**src/rtl/rxc_pkg.sv**
```systemverilog
package rxc_pkg;

    typedef enum logic [2:0] {
        ST_IDLE,
        ST_START,
        ST_DATA,
        ST_PARITY,
        ST_STOP
    } rx_state_e;

    localparam int NFLAGS = 4;
    localparam int F_RDY  = 0;
    localparam int F_OVR  = 1;
    localparam int F_PAR  = 2;
    localparam int F_FRM  = 3;

endpackage

```
**src/rtl/rxc_sync.sv**
```systemverilog
module rxc_sync #(
    parameter int STAGES = 2
) (
    input  logic clk,
    input  logic rst_n,
    input  logic din,
    output logic dout
);
    logic [STAGES-1:0] q;

    always_ff @(posedge clk or negedge rst_n) begin
        if (!rst_n) q <= '1;
        else        q <= {q[STAGES-2:0], din};
    end

    assign dout = q[STAGES-1];
endmodule

```
**src/rtl/rxc_frame.sv**
```systemverilog
module rxc_frame
    import rxc_pkg::*;
#(
    parameter int DATA_BITS = 8,
    parameter int OSR       = 16
) (
    input  logic                 clk,
    input  logic                 rst_n,
    input  logic                 en,
    input  logic                 tick,
    input  logic                 line,
    input  logic                 par_en,
    input  logic                 par_odd,
    output logic                 done,
    output logic [DATA_BITS-1:0] data,
    output logic                 perr,
    output logic                 ferr
);
    localparam int CW = $clog2(OSR);
    localparam int BW = $clog2(DATA_BITS + 1);
    localparam logic [CW-1:0] MID  = CW'(OSR / 2 - 1);
    localparam logic [CW-1:0] LAST = CW'(OSR - 1);
    localparam logic [BW-1:0] BLAST = BW'(DATA_BITS - 1);

    rx_state_e state, nxt;
    logic [CW-1:0]        cnt;
    logic [BW-1:0]        bitcnt;
    logic [DATA_BITS-1:0] shreg;
    logic                 pbit;

    // state register
    always_ff @(posedge clk or negedge rst_n) begin
        if (!rst_n)   state <= ST_IDLE;
        else if (!en) state <= ST_IDLE;
        else          state <= nxt;
    end

    // next-state logic
    always_comb begin
        nxt = state;
        unique case (state)
            ST_IDLE:   if (tick && !line) nxt = ST_START;
            ST_START:  if (tick && cnt == MID) nxt = line ? ST_IDLE : ST_DATA;
            ST_DATA:   if (tick && cnt == LAST && bitcnt == BLAST)
                           nxt = par_en ? ST_PARITY : ST_STOP;
            ST_PARITY: if (tick && cnt == LAST) nxt = ST_STOP;
            ST_STOP:   if (tick && cnt == LAST) nxt = ST_IDLE;
            default:   nxt = ST_IDLE;
        endcase
    end

    // datapath and outputs
    always_ff @(posedge clk or negedge rst_n) begin
        if (!rst_n) begin
            cnt    <= '0;
            bitcnt <= '0;
            shreg  <= '0;
            pbit   <= 1'b0;
            done   <= 1'b0;
            perr   <= 1'b0;
            ferr   <= 1'b0;
        end else begin
            done <= 1'b0;
            if (!en) begin
                cnt    <= '0;
                bitcnt <= '0;
            end else begin
                unique case (state)
                    ST_IDLE: begin
                        cnt    <= '0;
                        bitcnt <= '0;
                    end
                    ST_START: if (tick) cnt <= (cnt == MID) ? '0 : cnt + 1'b1;
                    ST_DATA: if (tick) begin
                        if (cnt == LAST) begin
                            cnt    <= '0;
                            shreg  <= {line, shreg[DATA_BITS-1:1]};
                            bitcnt <= bitcnt + 1'b1;
                        end else begin
                            cnt <= cnt + 1'b1;
                        end
                    end
                    ST_PARITY: if (tick) begin
                        if (cnt == LAST) begin
                            cnt  <= '0;
                            pbit <= line;
                        end else begin
                            cnt <= cnt + 1'b1;
                        end
                    end
                    ST_STOP: if (tick) begin
                        if (cnt == LAST) begin
                            cnt  <= '0;
                            done <= 1'b1;
                            ferr <= !line;
                            perr <= par_en && (((^shreg) ^ pbit) != par_odd);
                        end else begin
                            cnt <= cnt + 1'b1;
                        end
                    end
                    default: cnt <= '0;
                endcase
            end
        end
    end

    assign data = shreg;
endmodule

```
**src/rtl/rxc_status.sv**
```systemverilog
module rxc_status
    import rxc_pkg::*;
#(
    parameter int DATA_BITS = 8
) (
    input  logic                 clk,
    input  logic                 rst_n,
    input  logic                 frm_done,
    input  logic [DATA_BITS-1:0] frm_data,
    input  logic                 frm_perr,
    input  logic                 frm_ferr,
    input  logic                 rd,
    input  logic                 wr,
    input  logic [NFLAGS-1:0]    wdata,
    input  logic                 dma_rd,
    output logic [NFLAGS-1:0]    flags,
    output logic [DATA_BITS-1:0] rdata
);
    logic [NFLAGS-1:0]    flags_q, armed_q, nflags, narmed, clr;
    logic [DATA_BITS-1:0] data_q;
    logic                 err_any, accept, ready_now;

    always_comb begin
        err_any   = flags_q[F_OVR] | flags_q[F_PAR] | flags_q[F_FRM];
        clr       = wr ? (~wdata & armed_q) : '0;
        nflags    = flags_q & ~clr;
        if (dma_rd) nflags[F_RDY] = 1'b0;
        ready_now = nflags[F_RDY];
        accept    = frm_done & ~err_any;
        if (accept) begin
            if (ready_now) begin
                nflags[F_OVR] = 1'b1;
            end else if (frm_perr || frm_ferr) begin
                nflags[F_PAR] = frm_perr;
                nflags[F_FRM] = frm_ferr;
            end else begin
                nflags[F_RDY] = 1'b1;
            end
        end
        narmed = (armed_q | (rd ? flags_q : '0)) & ~clr & nflags;
    end

    always_ff @(posedge clk or negedge rst_n) begin
        if (!rst_n) begin
            flags_q <= '0;
            armed_q <= '0;
            data_q  <= '0;
        end else begin
            flags_q <= nflags;
            armed_q <= narmed;
            if (accept && !ready_now) data_q <= frm_data;
        end
    end

    assign flags = flags_q;
    assign rdata = data_q;
endmodule

```
**src/rtl/serial_rx_channel.sv**
```systemverilog
module serial_rx_channel
    import rxc_pkg::*;
#(
    parameter int DATA_BITS   = 8,
    parameter int OSR         = 16,
    parameter int SYNC_STAGES = 2
) (
    input  logic                 clk,
    input  logic                 rst_n,
    input  logic                 tick16,
    input  logic                 rxd,
    input  logic                 rx_en,
    input  logic                 par_en,
    input  logic                 par_odd,
    input  logic                 rxi_en,
    input  logic                 eri_en,
    input  logic                 stat_rd,
    input  logic                 stat_wr,
    input  logic [3:0]           stat_wdata,
    input  logic                 dma_rd,
    output logic [3:0]           stat,
    output logic [DATA_BITS-1:0] rx_data,
    output logic                 rxd_level,
    output logic                 rxi_irq,
    output logic                 eri_irq
);
    logic                 line_s;
    logic                 frm_done, frm_perr, frm_ferr;
    logic [DATA_BITS-1:0] frm_data;

    rxc_sync #(.STAGES(SYNC_STAGES)) u_sync (
        .clk  (clk),
        .rst_n(rst_n),
        .din  (rxd),
        .dout (line_s)
    );

    rxc_frame #(.DATA_BITS(DATA_BITS), .OSR(OSR)) u_frame (
        .clk    (clk),
        .rst_n  (rst_n),
        .en     (rx_en),
        .tick   (tick16),
        .line   (line_s),
        .par_en (par_en),
        .par_odd(par_odd),
        .done   (frm_done),
        .data   (frm_data),
        .perr   (frm_perr),
        .ferr   (frm_ferr)
    );

    rxc_status #(.DATA_BITS(DATA_BITS)) u_status (
        .clk     (clk),
        .rst_n   (rst_n),
        .frm_done(frm_done),
        .frm_data(frm_data),
        .frm_perr(frm_perr),
        .frm_ferr(frm_ferr),
        .rd      (stat_rd),
        .wr      (stat_wr),
        .wdata   (stat_wdata),
        .dma_rd  (dma_rd),
        .flags   (stat),
        .rdata   (rx_data)
    );

    assign rxd_level = line_s;
    assign rxi_irq   = rxi_en & stat[F_RDY];
    assign eri_irq   = eri_en & (stat[F_OVR] | stat[F_PAR] | stat[F_FRM]);
endmodule

```
**config.mk**
```make
export PLATFORM = sky130hd
export DESIGN_NAME = serial_rx_channel
export DESIGN_NICKNAME = d
export VERILOG_FILES = /design/src/rtl/rxc_pkg.sv /design/src/rtl/rxc_sync.sv /design/src/rtl/rxc_frame.sv /design/src/rtl/rxc_status.sv /design/src/rtl/serial_rx_channel.sv
export SDC_FILE = /design/constraint.sdc
export NUM_CORES = 1
export LEC_CHECK = 0
export BUFFER_PORTS_ARGS = -buffer_cell sky130_fd_sc_hd__clkbuf_2
export CAP_MARGIN = 20
export CORE_MARGIN = 2
export CORE_UTILIZATION = 45
export DETAILED_ROUTE_END_ITERATION = 16
export GPL_TIMING_DRIVEN = 0
export PLACE_DENSITY = 0.66
export RECOVER_POWER = 25
export REMOVE_ABC_BUFFERS = 1
export SLEW_MARGIN = 15
export SYNTH_ARGS = -nofsm -noshare
export SYNTH_HDL_FRONTEND = slang
export SYNTH_SLANG_ARGS = --single-unit
export TNS_END_PERCENT = 20
```
**constraint.sdc**
```tcl
create_clock -name clk -period 2 [get_ports clk]
set_input_delay 0.1 -clock clk [delete_from_list [all_inputs] [get_ports clk]]
set_output_delay 0.1 -clock clk [all_outputs]
set_load 0.02 [all_outputs]
```
# [Yosys cells after proc, flatten, opt, wreduce, memory -nomap -nowiden]
# Cells that the tools add are included.
[totals] reg_bits=41 latch_bits=0 mem_bits_rw=0 mem_bits_ro=0 input_bits=16 word_cells=96 memories=0
[classes] addsub=2 mul=0 n_div=0 n_lt_le_gt_ge=0 eq_ne=18 n_shift=0 n_mux=32 bitwise=14 reduce_logical=18
[ops] op="$mux 4" count=11
[ops] op="$mux 3" count=7
[ops] op="$ne 3x2->1 const B" count=6
[ops] op="$and 4x4->4" count=4
[ops] op="$pmux 4 s2" count=2
[ops] op="$pmux 3 s5" count=1
[ops] op="$reduce_and 4->1" count=3
[ops] op="$ne 3x3->1 const B" count=3
[ops] op="$add 4x1->4 const B" count=2
[ops] op="$eq 4x3->1 const B" count=2
[ops] op="$mux 1" count=8
[ops] op="$not 4->4" count=2
[ops] op="$reduce_xor 8->1" count=1
[ops] op="$eq 3x2->1 const B" count=2
[ops] op="$logic_and 1x1->1" count=6
[ops] op="$mux 2" count=3
[ops] op="$reduce_and 5->1" count=1
[ops] op="$eq 4x4->1 const B" count=1
[ops] op="$or 4x4->4" count=1
[ops] op="$and 1x1->1" count=3
[ops] op="$eq 3x1->1 const B" count=1
[ops] op="$eq 3x3->1 const B" count=1
[ops] op="$logic_not 3->1" count=1
[ops] op="$ne 3x1->1 const B" count=1
[ops] op="other kinds (9)" count=11

# [Longest topological paths before layout]
# Gate-level depths: netlist of run 1.
[logic_depth] ltp_word=9 mapped_depth=5

# [Cells and area by module]
# Synthesis of run 1 repeated with hierarchy kept, for this count alone.
[unflattened] cells_unflattened=204 hier_area_um2=2198.4
[by_module_without_submodules] mod="rxc_frame" instances=1 cells_per_inst=139 area_each_um2=1401.3
[by_module_without_submodules] mod="rxc_status" instances=1 cells_per_inst=61 area_each_um2=729.4
[by_module_without_submodules] mod="rxc_sync" instances=1 cells_per_inst=2 area_each_um2=52.6
[by_module_without_submodules] mod="serial_rx_channel" instances=1 cells_per_inst=2 area_each_um2=15.0

# [Worst setup path before layout of run 1]
# No wires, ideal clock.
[synth_path] path_type="reg-to-reg" startpoint="register u_status.flags_q[2] (netlist: u_status.flags[2])" endpoint="register u_status.data_q[0] (netlist: u_status.rdata[0])" setup_ns=0.125 t_arrival_ns=1.738 required_time_ns=1.875 path_slack_ns=0.137 stages_incl_launch_ff=5 n_path_buf=1 cell_sequence="dfrtp_1 or4b_1 buf_2 a21oi_4 mux2_2"
[synth_between] elab_chain_cells=5
[synth_lines] item="start: declaration" line="rxc_status.sv:19" text="logic [NFLAGS-1:0] flags_q, armed_q, nflags, narmed, clr;"
[synth_lines] item="start signal: assignment" line="rxc_status.sv:49" text="flags_q <= nflags;"
[synth_lines] item="$or 1x1->1 (2 in series)" line="rxc_status.sv:24" text="err_any = flags_q[F_OVR] | flags_q[F_PAR] | flags_q[F_FRM];"
[synth_lines] item="$not 1->1" line="rxc_status.sv:29" text="accept = frm_done & ~err_any;"
[synth_lines] item="$and 1x1->1" line="rxc_status.sv:29"
[synth_lines] item="$logic_and 1x1->1" line="rxc_status.sv:51" text="if (accept && !ready_now) data_q <= frm_data;"
[synth_lines] item="end signal: assignment" line="rxc_status.sv:51"
[synth_lines] item="end: declaration" line="rxc_status.sv:20" text="logic [DATA_BITS-1:0] data_q;"
# Every way passes these cells.
# A chain may end at the register's enable or synchronous reset.

# [Worst setup path after layout of run 1]
[layout_path] startpoint="register u_status.flags_q[2] (netlist: u_status.flags[2])" endpoint="register u_status.data_q[5] (netlist: u_status.rdata[5])"
# Same word-level chain as after synthesis.

==> results of run 1 <==
## power groups by stage
stage / clock, mW / sequential [mW] / combinational, mW
floorplan: 0 / 0.885 / 0.0571
global placement: 0 / 0.881 / 0.119
detailed placement: 0 / 0.882 / 0.124
CTS: 0.592 / 0.865 / 0.126
global route: 0.620 / 0.870 / 0.138
finish: 0.573 / 0.866 / 0.125
## placed cells by master (no fill, tap or decap), types with 6 or more instances in the layout
| cell type | instances |
|---|---|
| nand2_1 | 12 |
| dfrtp_1 | 39 |
| clkbuf_2 | 30 |
| inv_1 | 6 |
| nand3b_1 | 7 |
| nand3_1 | 9 |
| mux2_2 | 17 |
| o21ai_0 | 12 |
| xnor2_1 | 7 |
| nor2_1 | 7 |
| clkbuf_8 | 6 |
## final timing paths
| check | depth (start not counted) | endpoint | start | slack [ps] |
|---|---|---|---|---|
| setup / recovery | 4 | u_status.rdata[5] | u_status.flags[2] | 140 |
| hold / removal | 3 | u_frame.perr | par_en | 40 |
| min in group asynchronous | 2 | u_status.armed_q[2] | rst_n | 280 |
| hold reg to reg | 0 | u_sync.q[1] | u_sync.q[0] | 360 |
| max in group asynchronous | 3 | u_frame.cnt[2] | rst_n | 580 |
| setup reg to reg | 4 | u_status.rdata[5] | u_status.flags[2] | 140 |
## metrics by stage
step / worst slack [ps] / hold slack [ps] / instance area (µm²) / utilization, %
after global routing: 18.5 / 57.2 / 2340 / 54.1
after global placement: 86.5 / 188 / 2190 / 50.7
after detailed placement: 49.4 / 190 / 2190 / 50.7
after CTS: 34.7 / 5.55 / 2300 / 53.2
final: 135 / 40.1 / 2340 / 54.1
after floorplan: 134 / -196 / 1980 / -
## kinds of logic after synthesis
kind of cell / count (synthesis)
flip-flops: 41
AO/OA/AOI/OAI: 39
buffers and inverters: 12
AND/OR/NAND/NOR: 57
XOR/XNOR: 10
adder cells (fa/ha/maj): 2
multiplexers: 18
## flip-flops by register name (all words and copies together) (netlist names)
name,cells
u_frame.bitcnt,4
u_status.flags,4
u_frame.state,3
u_status.armed_q,4
u_sync.q,2
u_frame.pbit,1
u_status.rdata,8
u_frame.cnt,4
u_frame.ferr,1
u_frame.perr,1
u_frame.data,8
u_frame.done,1
## critical path, delay by kind of cell, from the launching register on
kind                   cells  cell delay (ps)
AND/OR/NAND/NOR            1              660
flip-flops                 1              440
AO/OA/AOI/OAI              1              190
multiplexers               1              330
buffers and inverters      1              140
## layer usage
metal	global-route usage, %	share of wire [%]	vias to the layer above	routed length, µm
li1	-	-	723	-
met3	5.13	5.6	9	219
met1	19.9	43	746	1690
met5	0	0	-	0
met4	7.34	1.5	0	60
met2	28.9	50	41	1940
## cells in the mapped netlist (all sizes together), types with 2 or more instances
library cell	count
nand3	9
nand4	3
mux2	17
a21o	2
nor4	2
o2111ai	2
nor3	3
nand2	12
dfstp	2
ha	2
or4b	2
and2	4
nor2b	3
o21ai	12
dfrtp	39
nand3b	7
clkbuf	4
inv	6
xor2	2
buf	2
a21oi	4
a211oi	2
nor2	7
xnor2	7
a21boi	2
o31ai	3
## what timing repair did
action / in CTS / in global routing
hold buffers: 1 / 1
setup endpoints to repair: 0 / 8
buffers inserted: 0 / 2
endpoints found under the hold margin: 1 / 39
## final cells by class
cell class	count	area, µm²
sequential	41	1030
multi-input combinational	126	927
timing repair buffer	35	201
inverter	6	22.5
fill	397	1980
clock inverter	2	13.8
tap	52	65.1
clock buffer	6	82.6
==> metrics, run 1 <==
Total Die Area 5000 µm²; Comb pwr share 8.0%; adder-cell share of the synthesized area 1.25%; Final Setup Violations 0; share of the synthesized area in the top cell type 48.7%; Power Internal 1.18 mW; Via Count 1,519; drt pass-1 iters 4; CP endpoint kind register; Max-Cap Viols 0; Sw Ratio 24.9%; Die X 70.7 µm; Achievable Freq 0.536 GHz; Slew Limit Fails 0; diode count 0; first-pass GRT wire length 6.71 mm; worst path arrival time 2050 ps; Max stage delay on crit path 660 ps; Hold Crit Class input pin to register; FP Rows 24; TritonCTS Buffers 5; grt ovf 0; Crit path required time 2190 ps; CP Max Fanout 9; worst relative slew slack 47.9%; H-tree depth 2; yosys synthesis warning count 0; multiplexer share of the synthesized area 10.1%; post-synthesis async set-or-reset flop share 100%; Flop pwr share 55.3%; crit path time final 1860 ps; Reg clk slew, reported paths 80 ps; compound-gate portion of the synthesized area 14.1%; I/O Buffers 30; Avg Inst Size Synth 11.2 µm²; Area Overhead vs Synth 16.9%; Top Ports 31; drt drc 0; initial antenna violation count 0; WS Path Type register to register; xor-xnor portion of the synthesized cell area 5.06%; sequential cell area fraction in the yosys report 51.3%; top_reg_cell synth dfrtp_1; Final Hold Viols 0; root buffer cell clkbuf_8; Final period util 93.2%; Final Power 1.56 mW; PostCTS Resize Cnt 0; Sink Count 41; CTS tree built; Final ANT Viol Nets 0; Die Span Y 70.7 µm; Detailed Route Iter0 Violations 25; Cell variety after synth 48; vias in the first global route 1,509; Synth area leaders dfrtp_1 (49%), mux2_2 (9.6%), xnor2_1 (3.1%), o21ai_0 (3.0%), dfstp_2 (2.6%); Netlist Area Pre-Place 2000 µm²; placed instance count 255; Slowest cell on crit path or4b_1; Clock Skews 5.75 ps; Clock Tree Buf Depth 2; Post-synth EDFFs 0; WL final 3.90 mm; largest net degree at the start of global routing 42; P_sw 0.389 mW; RSZ-0062 raised after global routing false; HPWL after DPL 2.78 mm; routability cong. 0.863; Least-Margin Pin Slew 782 ps; combinational family with the most area after synthesis simple AND/OR/NAND/NOR gates; vias per cell 5.67; Avg WL per Cell 14.6 µm; Post-Route Setup TNS 0 ps; NumNets Final 233; post-synthesis simple-gate area fraction 15.8%; crit-path cells or4b_1 -> a21oi_4 -> buf_12 -> mux2_2; core region area 4320 µm²; non-filler cells, final 268; worst vdd ir 0.000346 V; outcome finished, final reports clean; Leakage 1.14 nW; Mapped Cells 179; biggest area consumer among synthesized cells dfrtp_1; clock latency on the worst-skew pair 300 ps; Cell Pwr Density 668 nW/µm²; GRT Resource Usage Total 17.0%; layout cells sized above 1 29.6%; FF+latch count, synth 41; Critical Path Start Type register; Clock Power Share 36.7%; Initial Utilization 46.3%
No activity file was read; power rests on OpenSTA's default activity.
==> inputs of run 2 (changes only) <==
--- a/config.mk
+++ b/config.mk
@@ -7,6 +7,7 @@
 export LEC_CHECK = 0
 export BUFFER_PORTS_ARGS = -buffer_cell sky130_fd_sc_hd__clkbuf_2
 export CAP_MARGIN = 20
+export CORE_ASPECT_RATIO = 0.6
 export CORE_MARGIN = 2
 export CORE_UTILIZATION = 45
 export DETAILED_ROUTE_END_ITERATION = 16
==> metrics, run 2 (same netlist as run 1, synthesis figures left out) <==
routability cong. 0.842; R2R cell count 3; R2R Path End u_status.rdata[7]; NumNets Final 231; Max-Cap Viols 0; Post-Route Setup TNS 0 ps; Leakage 1.12 nW; vias per cell 5.56; diode count 0; Cell Pwr Density 670 nW/µm²; largest net degree at the start of global routing 42; worst path arrival time 2020 ps; Hold Path Origin par_en; Reg clk slew, reported paths 80 ps; Final ANT Viol Nets 0; most frequent cells in the layout dfrtp_1 (39), clkbuf_2 (30), mux2_2 (17), o21ai_0 (12), nand2_1 (11); HPWL after DPL 2.90 mm; Avg WL per Cell 15.2 µm; WS Path Type register to register; most common cell after layout, fill and taps aside dfrtp_1; Detailed Route Iter0 Violations 180; initial antenna violation count 0; non-filler cells, final 274; worst relative slew slack 40.3%; placed instance count 263; drt pass-1 iters 4; Slew Limit Fails 0; H-tree depth 2; Final Hold Viols 0; outcome finished, final reports clean; Hold Crit Class input pin to register; Core Util, Final 55.5%; worst vdd ir 0.000368 V; fin area 2320 µm²; Clock Tree Buf Depth 2; Final Worst Setup Slack 163 ps; Final Setup Violations 0; drt drc 0; RSZ-0062 raised after global routing false; Clock Skews 5.36 ps; Least-Margin Pin Slew 896 ps; Top Ports 31; GRT Resource Usage Total 18.1%; Total Die Area 5020 µm²; Sink Count 41; layout cells sized above 1 29.0%; Achievable Freq 0.544 GHz; grt ovf 0; Critical R2R Launch u_status.flags[2]; CP Max Fanout 10; Area Overhead vs Synth 16.0%; Die X 90.1 µm; filler instances 385; I/O Buffers 30; Post-CTS Setup Repair Bufs 0; vias in the first global route 1,526; Crit path required time 2190 ps; multi-input combinational cell area 933 µm²; root buffer cell clkbuf_8; TritonCTS Buffers 5; Die Span Y 55.7 µm; Final period util 91.9%; CTS tree built; r2r setup slk 160 ps; core region area 4190 µm²; Worst Hold End u_frame.perr; Initial Utilization 47.8%; CP endpoint kind register; Via Count 1,523; WL final 4.16 mm; FP Rows 18; crit path time final 1840 ps; first-pass GRT wire length 7.22 mm; worst hold stages 3; Critical Path Start Type register; DP Area 2200 µm²; Setup WS pre-CTS 84.2 ps; Reg area 1030 µm²; clock latency on the worst-skew pair 300 ps
==> run 2: where the power goes <==
group / switching (mW) / internal [mW]
combinational: 0.0779 / 0.0506
sequential: 0.0214 / 0.845
clock: 0.279 / 0.281
==> run 2: per-stage QoR <==
| step | power [mW] | hold WS (ps) |
|---|---|---|
| 2_1_floorplan | 0.942 | -196 |
| 3_5_place_dp | 1.01 | 201 |
| 3_3_place_gp | 1.00 | 190 |
| 6_report | 1.56 | 67.1 |
| 5_1_grt | 1.62 | 75.4 |
| 4_1_cts | 1.57 | 2.22 |
==> run 2: layout make-up <==
class / instances / area share [%]
flip-flops and latches: 41 / 44.3
multi-input cells: 126 / 40.2
repair buffers: 33 / 7.49
clock buffers: 8 / 3.88
well taps: 60 / 3.23
inverters: 6 / 0.969
==> run 2: worst max-delay path, cell delays in order (launching register included) <==
cell     delay (ps)
dfrtp_1         430
or4b_4          600
a21oi_4         310
mux2_2          380
==> run 2: worst max path at each step <==
stage	startpoint	to	slack [ps]	cells past startpoint
final	u_status.flags[2]	u_status.rdata[7]	160	3
after global routing	u_frame.state[1]	u_frame.data[4]	40	4
after CTS	u_status.flags[2]	u_status.rdata[7]	70	3
after detailed placement	u_status.flags[2]	u_status.rdata[7]	80	3
after global placement	u_status.flags[2]	u_status.rdata[5]	110	3
after floorplan	u_status.flags[2]	u_status.rdata[0]	130	3
==> run 2: routing by layer <==
layer / share of wire [%] / global-route usage (%) / vias to the layer above
met5: 0 / 0 / -
met4: 1.5 / 7.03 / 0
met1: 50 / 25.2 / 746
met3: 5.7 / 5.28 / 7
li1: - / - / 724
met2: 42 / 26.9 / 46
==> run 2: repair_timing <==
action,CTS,global route
hold endpoints to repair,1,14
resized for setup,0,2
hold buffers,1,1
setup endpoints to repair,0,13
